File: src/rtl/casc_ram_tile.sv
module casc_ram_tile #(
  parameter int DATA_W = 16,
  parameter int LOCAL_AW = 6,
  parameter int ADDR_W = 26,
  parameter int SEL_LSB = 15,
  parameter int SEL_W = 11,
  parameter int CHAIN_POS = 0,
  parameter logic [10:0] SEL_MASK = 11'h7ff,
  parameter logic [10:0] SELF_ADDR = 11'h000
) (
  input  logic              clk,
  input  logic              rst_n,
  input  logic [ADDR_W-1:0] addr,
  input  logic              we,
  input  logic [DATA_W-1:0] wdata,
  input  logic              re,
  input  logic [DATA_W-1:0] cin_data,
  input  logic              cin_vld,
  output logic [DATA_W-1:0] cout_data,
  output logic              cout_vld
);
  localparam int DEPTH = 1 << LOCAL_AW;
  localparam bit FWD = (CHAIN_POS == 2) || (CHAIN_POS == 3);

  logic [DATA_W-1:0] mem [DEPTH];
  logic [DATA_W-1:0] rd_q;
  logic              own_vld;

  wire [SEL_W-1:0]    sel_field = addr[SEL_LSB +: SEL_W];
  wire                hit = ((sel_field ^ SELF_ADDR[SEL_W-1:0]) & ~SEL_MASK[SEL_W-1:0]) == '0;
  wire [LOCAL_AW-1:0] idx = addr[LOCAL_AW-1:0];
  wire                unused_addr = ^addr;

  always_ff @(posedge clk) begin
    if (we && hit) mem[idx] <= wdata;
    if (re && hit) rd_q <= mem[idx];
  end

  always_ff @(posedge clk or negedge rst_n) begin
    if (!rst_n) own_vld <= 1'b0;
    else        own_vld <= re && hit;
  end

  generate
    if (FWD) begin : g_fwd
      assign cout_vld  = own_vld | cin_vld;
      assign cout_data = own_vld ? rd_q : cin_data;
    end else begin : g_head
      wire unused_cin = ^{cin_data, cin_vld};
      assign cout_vld  = own_vld;
      assign cout_data = own_vld ? rd_q : '0;
    end
  endgenerate
endmodule

File: config.mk
export PLATFORM = sky130hd
export DESIGN_NAME = casc_ram_tile
export DESIGN_NICKNAME = d
export VERILOG_FILES = /design/src/rtl/casc_ram_tile.sv
export SDC_FILE = /design/constraint.sdc
export NUM_CORES = 1
export LEC_CHECK = 0
export BUFFER_PORTS_ARGS = -buffer_cell sky130_fd_sc_hd__buf_2
export CAP_MARGIN = 20
export CORE_MARGIN = 5
export CORE_UTILIZATION = 49
export CTS_CLUSTER_SIZE = 30
export DETAILED_ROUTE_END_ITERATION = 16
export PLACE_DENSITY = 0.69
export SLEW_MARGIN = 20
export SYNTH_ARGS = -nofsm -noshare
export SYNTH_HDL_FRONTEND = slang
export SYNTH_SLANG_ARGS = --single-unit
File: constraint.sdc
create_clock -name clk -period 4.7 [get_ports clk]
set_input_delay 0.47 -clock clk [delete_from_list [all_inputs] [get_ports clk]]
set_output_delay 0.47 -clock clk [all_outputs]
set_load 0.05 [all_outputs]
==> impl_metrics.yaml, run 1 <==
worst_setup_path:
  r2r-start: "mem[34][1]"
  cp_num_buf_inv: 1
  worst_setup_path_end_kind: "register"
  cp_slowest_stage_delay_ns: 0.81
  crit_path_start_kind: "primary input"
  critPathRequiredTime_ns: 5.08
  critPathArrivalTime_ns: 3.65
  reg2reg_to: "rd_q[1]"
  cp_slowest_cell: "nor4_1"
  critical_path_class: "primary input to register"
  reg2reg_depth: 5
  critPathMaxFanout: 31
  path_cells: "buf_4 -> nor2b_4 -> a221oi_1 -> nor3_1 -> nor4_1 -> o2111ai_1 -> or3_1"
  cp_top_family: "simple AND/OR/NAND/NOR gates"
  r2r_setup_slack_ns: 1.78
hold_path:
  hold_path.class: "primary input to asynchronous set/reset pin"
detailed_routing:
  drtPass1Iterations: 6
  via_count: 23592
  drc: 0
  wl_mm: 114
  ant_nets: 0
  via_per_inst: 6.66
  wire_per_inst_um: 32.0
  drtIter0Drc: 3720
job:
  cap_viol_max_count: 0
sta:
  fin_skew_ns: 0.0265
  maxSlewViolCount: 0
  worst_pin_slew_ns: 1.11
  layout_worst_path_cycle_share: 0.695
  fin_setup_tns_ns: 0
  hold_viol_final: 0
  setup-violations-final: 0
  max_freq_mhz: 306
  whs_ns: 0.110
  period_minus_slack_ns: 3.27
  relSlewSlack: 0.259
  rsz0062_at_grt: "false"
finish:
  nets: 2467
  final_layout_size_suffix_gt1_frac: 0.174
  area_growth_pct: 13.5
  final_cell_mix: "edfxtp_1, buf_4, a221oi_1, a22oi_1, nor2_1"
  final_common_cell: "edfxtp_1"
  layoutNonFillerInstCount: 3543
place:
  dp_hpwl_mm: 67.1
  dpl.cell_count: 3361
  gp_congestion: 0.961
  portBuffers: 42
global_routing:
  antenna_found_initial: 6
  grt_pass1_wl_mm: 163
  track_usage: 0.258
  grt-ovfl-total: 0
  grt_pass1_vias: 22929
  grt_max_degree: 76
floorplanning:
  rows: 104
  initial_core_util: 0.494
  core_mm2: 0.0804
  die_w_um: 295
  dieArea_mm2: 0.0868
  die-height_um: 295
  io_pins: 80
logic_synthesis:
  synth.area.mux_share: 0.0474
  synthArstFlopShare: 0.000961
  synthSimpleGateAreaFrac: 0.0343
  synthAdderAreaFrac: 0
  synth_compound_area_frac: 0.111
  syn_nets: 2316
  synth_area_per_cell_um2: 17.6
  synth_area_leaders: "edfxtp_1, a221oi_1, a22oi_1"
  yosysSeqAreaShare: 0.788
  synthXorXnorAreaFrac: 0
  synth_cell_types: 53
  synthesis.area_mm2: 0.0397
  synth_edf_count: 1040
  yosysTopAreaCell: "edfxtp_1"
  ys_ff_latch: 1041
  synth-main-ff-cell: "edfxtp_1"
  syn_inst: 2253
  synth_top_family_by_area: "compound AO/OA/AOI/OAI gates"
  synth_warnings: 0
  yosys.area.top_type_share: 0.787
clocking:
  numClockSinks: 1041
  path_clk_slew_ns: 0.06
  cts_root_buf: "clkbuf_16"
  post-cts-setup-buffers: 0
  clk_path_buf_depth: 3
  cts_hold_buffers: 1
  cts_resized: 0
  clk_latency_ns: 0.67
  cts_max_level: 3
  cts_tree: "done"
  numCtsBuffers: 100
power:
  leakage_nw: 14.4
  pwr_density_cell_mw_per_mm2: 424
  ir_worst_vdd_v: 0.000271
  power_mw: 19.1
status:
  run_status: "finished, final reports clean"
[sequential cells by signal, indices dropped and copies added (netlist names)]
signal,flops
cout_vld,1
mem,1024
rd_q,16
[final cells by class]
class	instances	area [um2]
well taps	1060	1330
clock buffers	134	2720
multi-input cells	1046	7730
diodes	5	12.5
fillers	5986	35400
clock inverters	42	360
flip-flops and latches	1041	31300
repair buffers	211	1600
inverters	4	15.0
[kinds of logic (layout without fill, tap and decap cells)]
kind of cell,count (synthesis),in the layout
flip-flops,1041,1041
AO/OA/AOI/OAI,591,591
AND/OR/NAND/NOR,293,293
buffers and inverters,166,391
multiplexers,162,162
other,0,5
[metrics by stage]
stage	setup slack [ns]	utilization	area (um2)
5_1_grt	1.38	0.560	45000
2_1_floorplan	1.68	-	39700
6_report	1.43	0.560	45000
4_1_cts	1.53	0.560	45000
3_5_place_dp	0.846	0.521	41900
3_3_place_gp	0.861	0.520	41800
[report_power, final]
part / switching (mW) / internal [mW]
sequential: 0.0246 / 10.3
combinational: 0.835 / 0.310
clock: 3.31 / 4.33
total: 4.17 / 14.9
[worst max path at each step]
stage,endpoint,from,cells past startpoint
finish,rd_q[1],addr[0],7
floorplan,mem[12][0],addr[0],7
CTS,rd_q[1],addr[0],7
detailed placement,rd_q[1],addr[0],7
global placement,rd_q[15],addr[0],7
global route,rd_q[1],addr[0],7
[Yosys cell counts (4+ instances only)]
library cell  number
o22ai_1           47
buf_2             53
mux2i_1           97
nor2b_1           10
clkbuf_1          67
nand4_1            9
o221ai_1          13
o2111ai_1          8
o22a_1            11
nor4_1             6
a22oi_1          151
mux4_2            16
o21ai_0           50
or3_1              9
nand2b_1           4
a21o_1             4
nor2_1           141
edfxtp_1        1040
buf_1             26
a31oi_1           10
a21oi_1           69
a222oi_1           5
nand3_1           13
and2_1            19
or4_1              6
buf_6              5
a211oi_1           6
and3_1             9
mux2_2            49
a221oi_1         157
nand2_1           38
a22o_1            28
a221o_1           17
nor3_1            20
buf_4             11
[routing by layer]
layer  vias up  GRT usage  wire, um
met2      1723      0.394     51600
li1       9669          -         -
met5         -          0        13
met4         2      0.101      5170
met1     11926      0.360     41900
met3       272     0.0677     14800
Note: power is estimated with default switching activity, not from simulation.
==> inputs of run 2 (changes only) <==
--- a/config.mk
+++ b/config.mk
@@ -11,7 +11,7 @@
 export CORE_UTILIZATION = 49
 export CTS_CLUSTER_SIZE = 30
 export DETAILED_ROUTE_END_ITERATION = 16
-export PLACE_DENSITY = 0.69
+export PLACE_DENSITY = 0.71
 export SLEW_MARGIN = 20
 export SYNTH_ARGS = -nofsm -noshare
 export SYNTH_HDL_FRONTEND = slang
==> constraint.sdc (replaced) <==
create_clock -name clk -period 2.7 [get_ports clk]
set_input_delay 0.27 -clock clk [delete_from_list [all_inputs] [get_ports clk]]
set_output_delay 0.27 -clock clk [all_outputs]
set_load 0.05 [all_outputs]
==> run 2 against run 1 <==
Register-to-register slack got worse by 1.5 ns; critical path depth increased by 3; count of clock-buffer cells in the layout decreased by 12; sequential power increased by 75%; core utilization increased by 2.6 points; die area unchanged; highest routed layer unchanged; via count increased by 4.8%; clock power increased by 87%; the run now ends with negative setup slack left; critical path type unchanged; wire length increased by 8.1%; first-iteration DRC count increased by 5.8%; combinational power increased by 97%.
==> impl_metrics.yaml, run 2 (synthesis results as in run 1) <==
sta:
  layout_worst_path_cycle_share: 1.04
  worst_pin_slew_ns: 1.23
  maxSlewViolCount: 0
  fin_ws_ns: -0.0969
  max_freq_mhz: 358
  hold_viol_final: 0
  period_minus_slack_ns: 2.80
  fin_setup_tns_ns: -0.403
  fin_skew_ns: 0.0252
  relSlewSlack: 0.179
  rsz0062_at_grt: "false"
  setup-violations-final: 6
worst_setup_path:
  critPathMaxFanout: 12
  cp_slowest_stage_delay_ns: 0.96
  path_cells: "buf_4 -> buf_4 -> buf_4 -> nand2b_1 -> nor2_1 -> a221oi_1 -> a31oi_1 -> a221oi_1 -> buf_4 -> nand4_1"
  reg2reg_depth: 5
  crit_path_start_kind: "primary input"
  critical_path_class: "primary input to register"
  worst_setup_path_end_kind: "register"
  critPathRequiredTime_ns: 3.21
  critPathArrivalTime_ns: 3.31
  cp_common_cell: "buf_4"
  cp_slowest_cell: "nor2_1"
detailed_routing:
  drc: 0
  drtIter0Drc: 3934
  via_per_inst: 6.67
  wl_mm: 123
  wire_per_inst_um: 33.1
  via_count: 24734
  drtPass1Iterations: 6
  ant_nets: 0
floorplanning:
  rows: 104
  die-height_um: 295
  initial_core_util: 0.494
  die_w_um: 295
  core_mm2: 0.0804
  dieArea_mm2: 0.0868
  io_pins: 80
power:
  p_int_mw: 26.8
  pwr_density_cell_mw_per_mm2: 732
  p_sw_mw: 7.69
  leakage_nw: 15.5
  ir_worst_vdd_v: 0.000522
  combPwrFrac: 0.065
  seq_power_share: 0.521
  clockPowerShare: 0.413
  power_mw: 34.5
  sw_frac_of_total: 0.223
hold_path:
  hold_path.class: "primary input to register"
  whs_path_depth: 1
global_routing:
  track_usage: 0.279
  grt_pass1_wl_mm: 174
  grt_pass1_vias: 23723
  grt_max_degree: 65
  antenna_found_initial: 11
  grt-ovfl-total: 0
finish:
  regMostFlops: "mem"
  nets: 2622
  area_growth_pct: 18.7
  largest_reg_flops: 1024
  final_common_cell: "edfxtp_1"
  final_cell_area_mm2: 0.0471
  final_layout_size_suffix_gt1_frac: 0.228
  final_util: 0.586
  final_cell_mix: "edfxtp_1, buf_4, a221oi_1, a22oi_1, nor2_1"
clocking:
  post-cts-setup-buffers: 0
  cts_root_buf: "clkbuf_16"
  cts_max_level: 3
  numClockSinks: 1041
  clk_latency_ns: 0.68
  path_clk_slew_ns: 0.06
  numCtsBuffers: 102
  clk_path_buf_depth: 3
  cts_tree: "done"
status:
  violations: "negative setup slack"
  run_status: "finished with violations"
place:
  gp_congestion: 0.997
  dp_hpwl_mm: 79.2
  place_area_mm2: 0.0437
  portBuffers: 42
job:
  cap_viol_max_count: 0
[run 2: changes by cell type in the layout (fill, tap and decap cells not counted), moves of 2 or more]
| cell | before | now |
|---|---|---|
| clkinv_2 | 15 | 18 |
| clkinv_1 | 15 | 22 |
| buf_16 | 2 | 0 |
| inv_6 | 3 | 5 |
| dlygate4sd3_1 | 1 | 3 |
| clkbuf_1 | 28 | 19 |
| clkbuf_8 | 4 | 1 |
| nor2_1 | 135 | 128 |
| bufinv_16 | 5 | 12 |
| buf_4 | 162 | 259 |
| clkinvlp_4 | 2 | 6 |
| buf_12 | 5 | 61 |
| nor2_2 | 4 | 11 |
[run 2: area by class of cell]
class | count | area [um2]
fill | 5813 | 33300
sequential | 1041 | 31300
multi-input combinational | 1046 | 7750
timing repair buffer | 364 | 3420
clock buffer | 122 | 2650
tap | 1060 | 1330
clock inverter | 67 | 704
inverter | 4 | 15.0
antenna | 5 | 12.5
[run 2: worst max-delay path, delay by kind of cell]
kind                   cells  cell delay [ns]
buffers and inverters      4             0.74
and+or+nand+nor            3             1.36
AOI/OAI and AO/OA          3             0.90
[run 2: repair_timing]
action                                  CTS  global route
hold endpoints to repair                  4             0
endpoints found under the setup margin    3             0
hold buffers                              3             0
gates resized for setup                   1             0
[run 2: path summary, 6_finish.rpt]
check / startpoint / to / slack [ns]
setup / recovery: addr[0] / rd_q[2] / -0.1
hold / removal: wdata[5] / mem[47][5] / 0.05
setup reg to reg: mem[30][10] / rd_q[10] / 0.25
hold reg to reg: mem[37][11] / rd_q[11] / 0.79
max in group asynchronous: rst_n / cout_vld / 2.18
min in group asynchronous: rst_n / cout_vld / 0.42
[run 2: per-layer routing]
layer / GRT usage / routed length, um / up-vias
met5: 0 / 69 / -
met4: 0.118 / 6170 / 10
met3: 0.0801 / 16700 / 326
met2: 0.416 / 54900 / 1898
met1: 0.390 / 44900 / 12491
li1: - / - / 10009
[run 2: per-stage QoR]
step           instances  hold slack, ns  worst slack (ns)
2_1_floorplan       2253         -0.0256            -0.124
3_3_place_gp        3512          0.0457            -0.689
3_5_place_dp        3512          0.0461            -0.744
4_1_cts             3704          0.0364            0.0822
5_1_grt             3704          0.0377           0.00905
6_report            3709          0.0534           -0.0969
[run 2: power groups by stage]
stage	registers, mW	logic [mW]	clock network, mW
2_1_floorplan	18.3	0.957	0
3_3_place_gp	18.3	2.14	0
3_5_place_dp	18.3	2.18	0
4_1_cts	18.0	2.19	14.4
5_1_grt	18.0	2.32	15.1
6_report	18.0	2.26	14.3
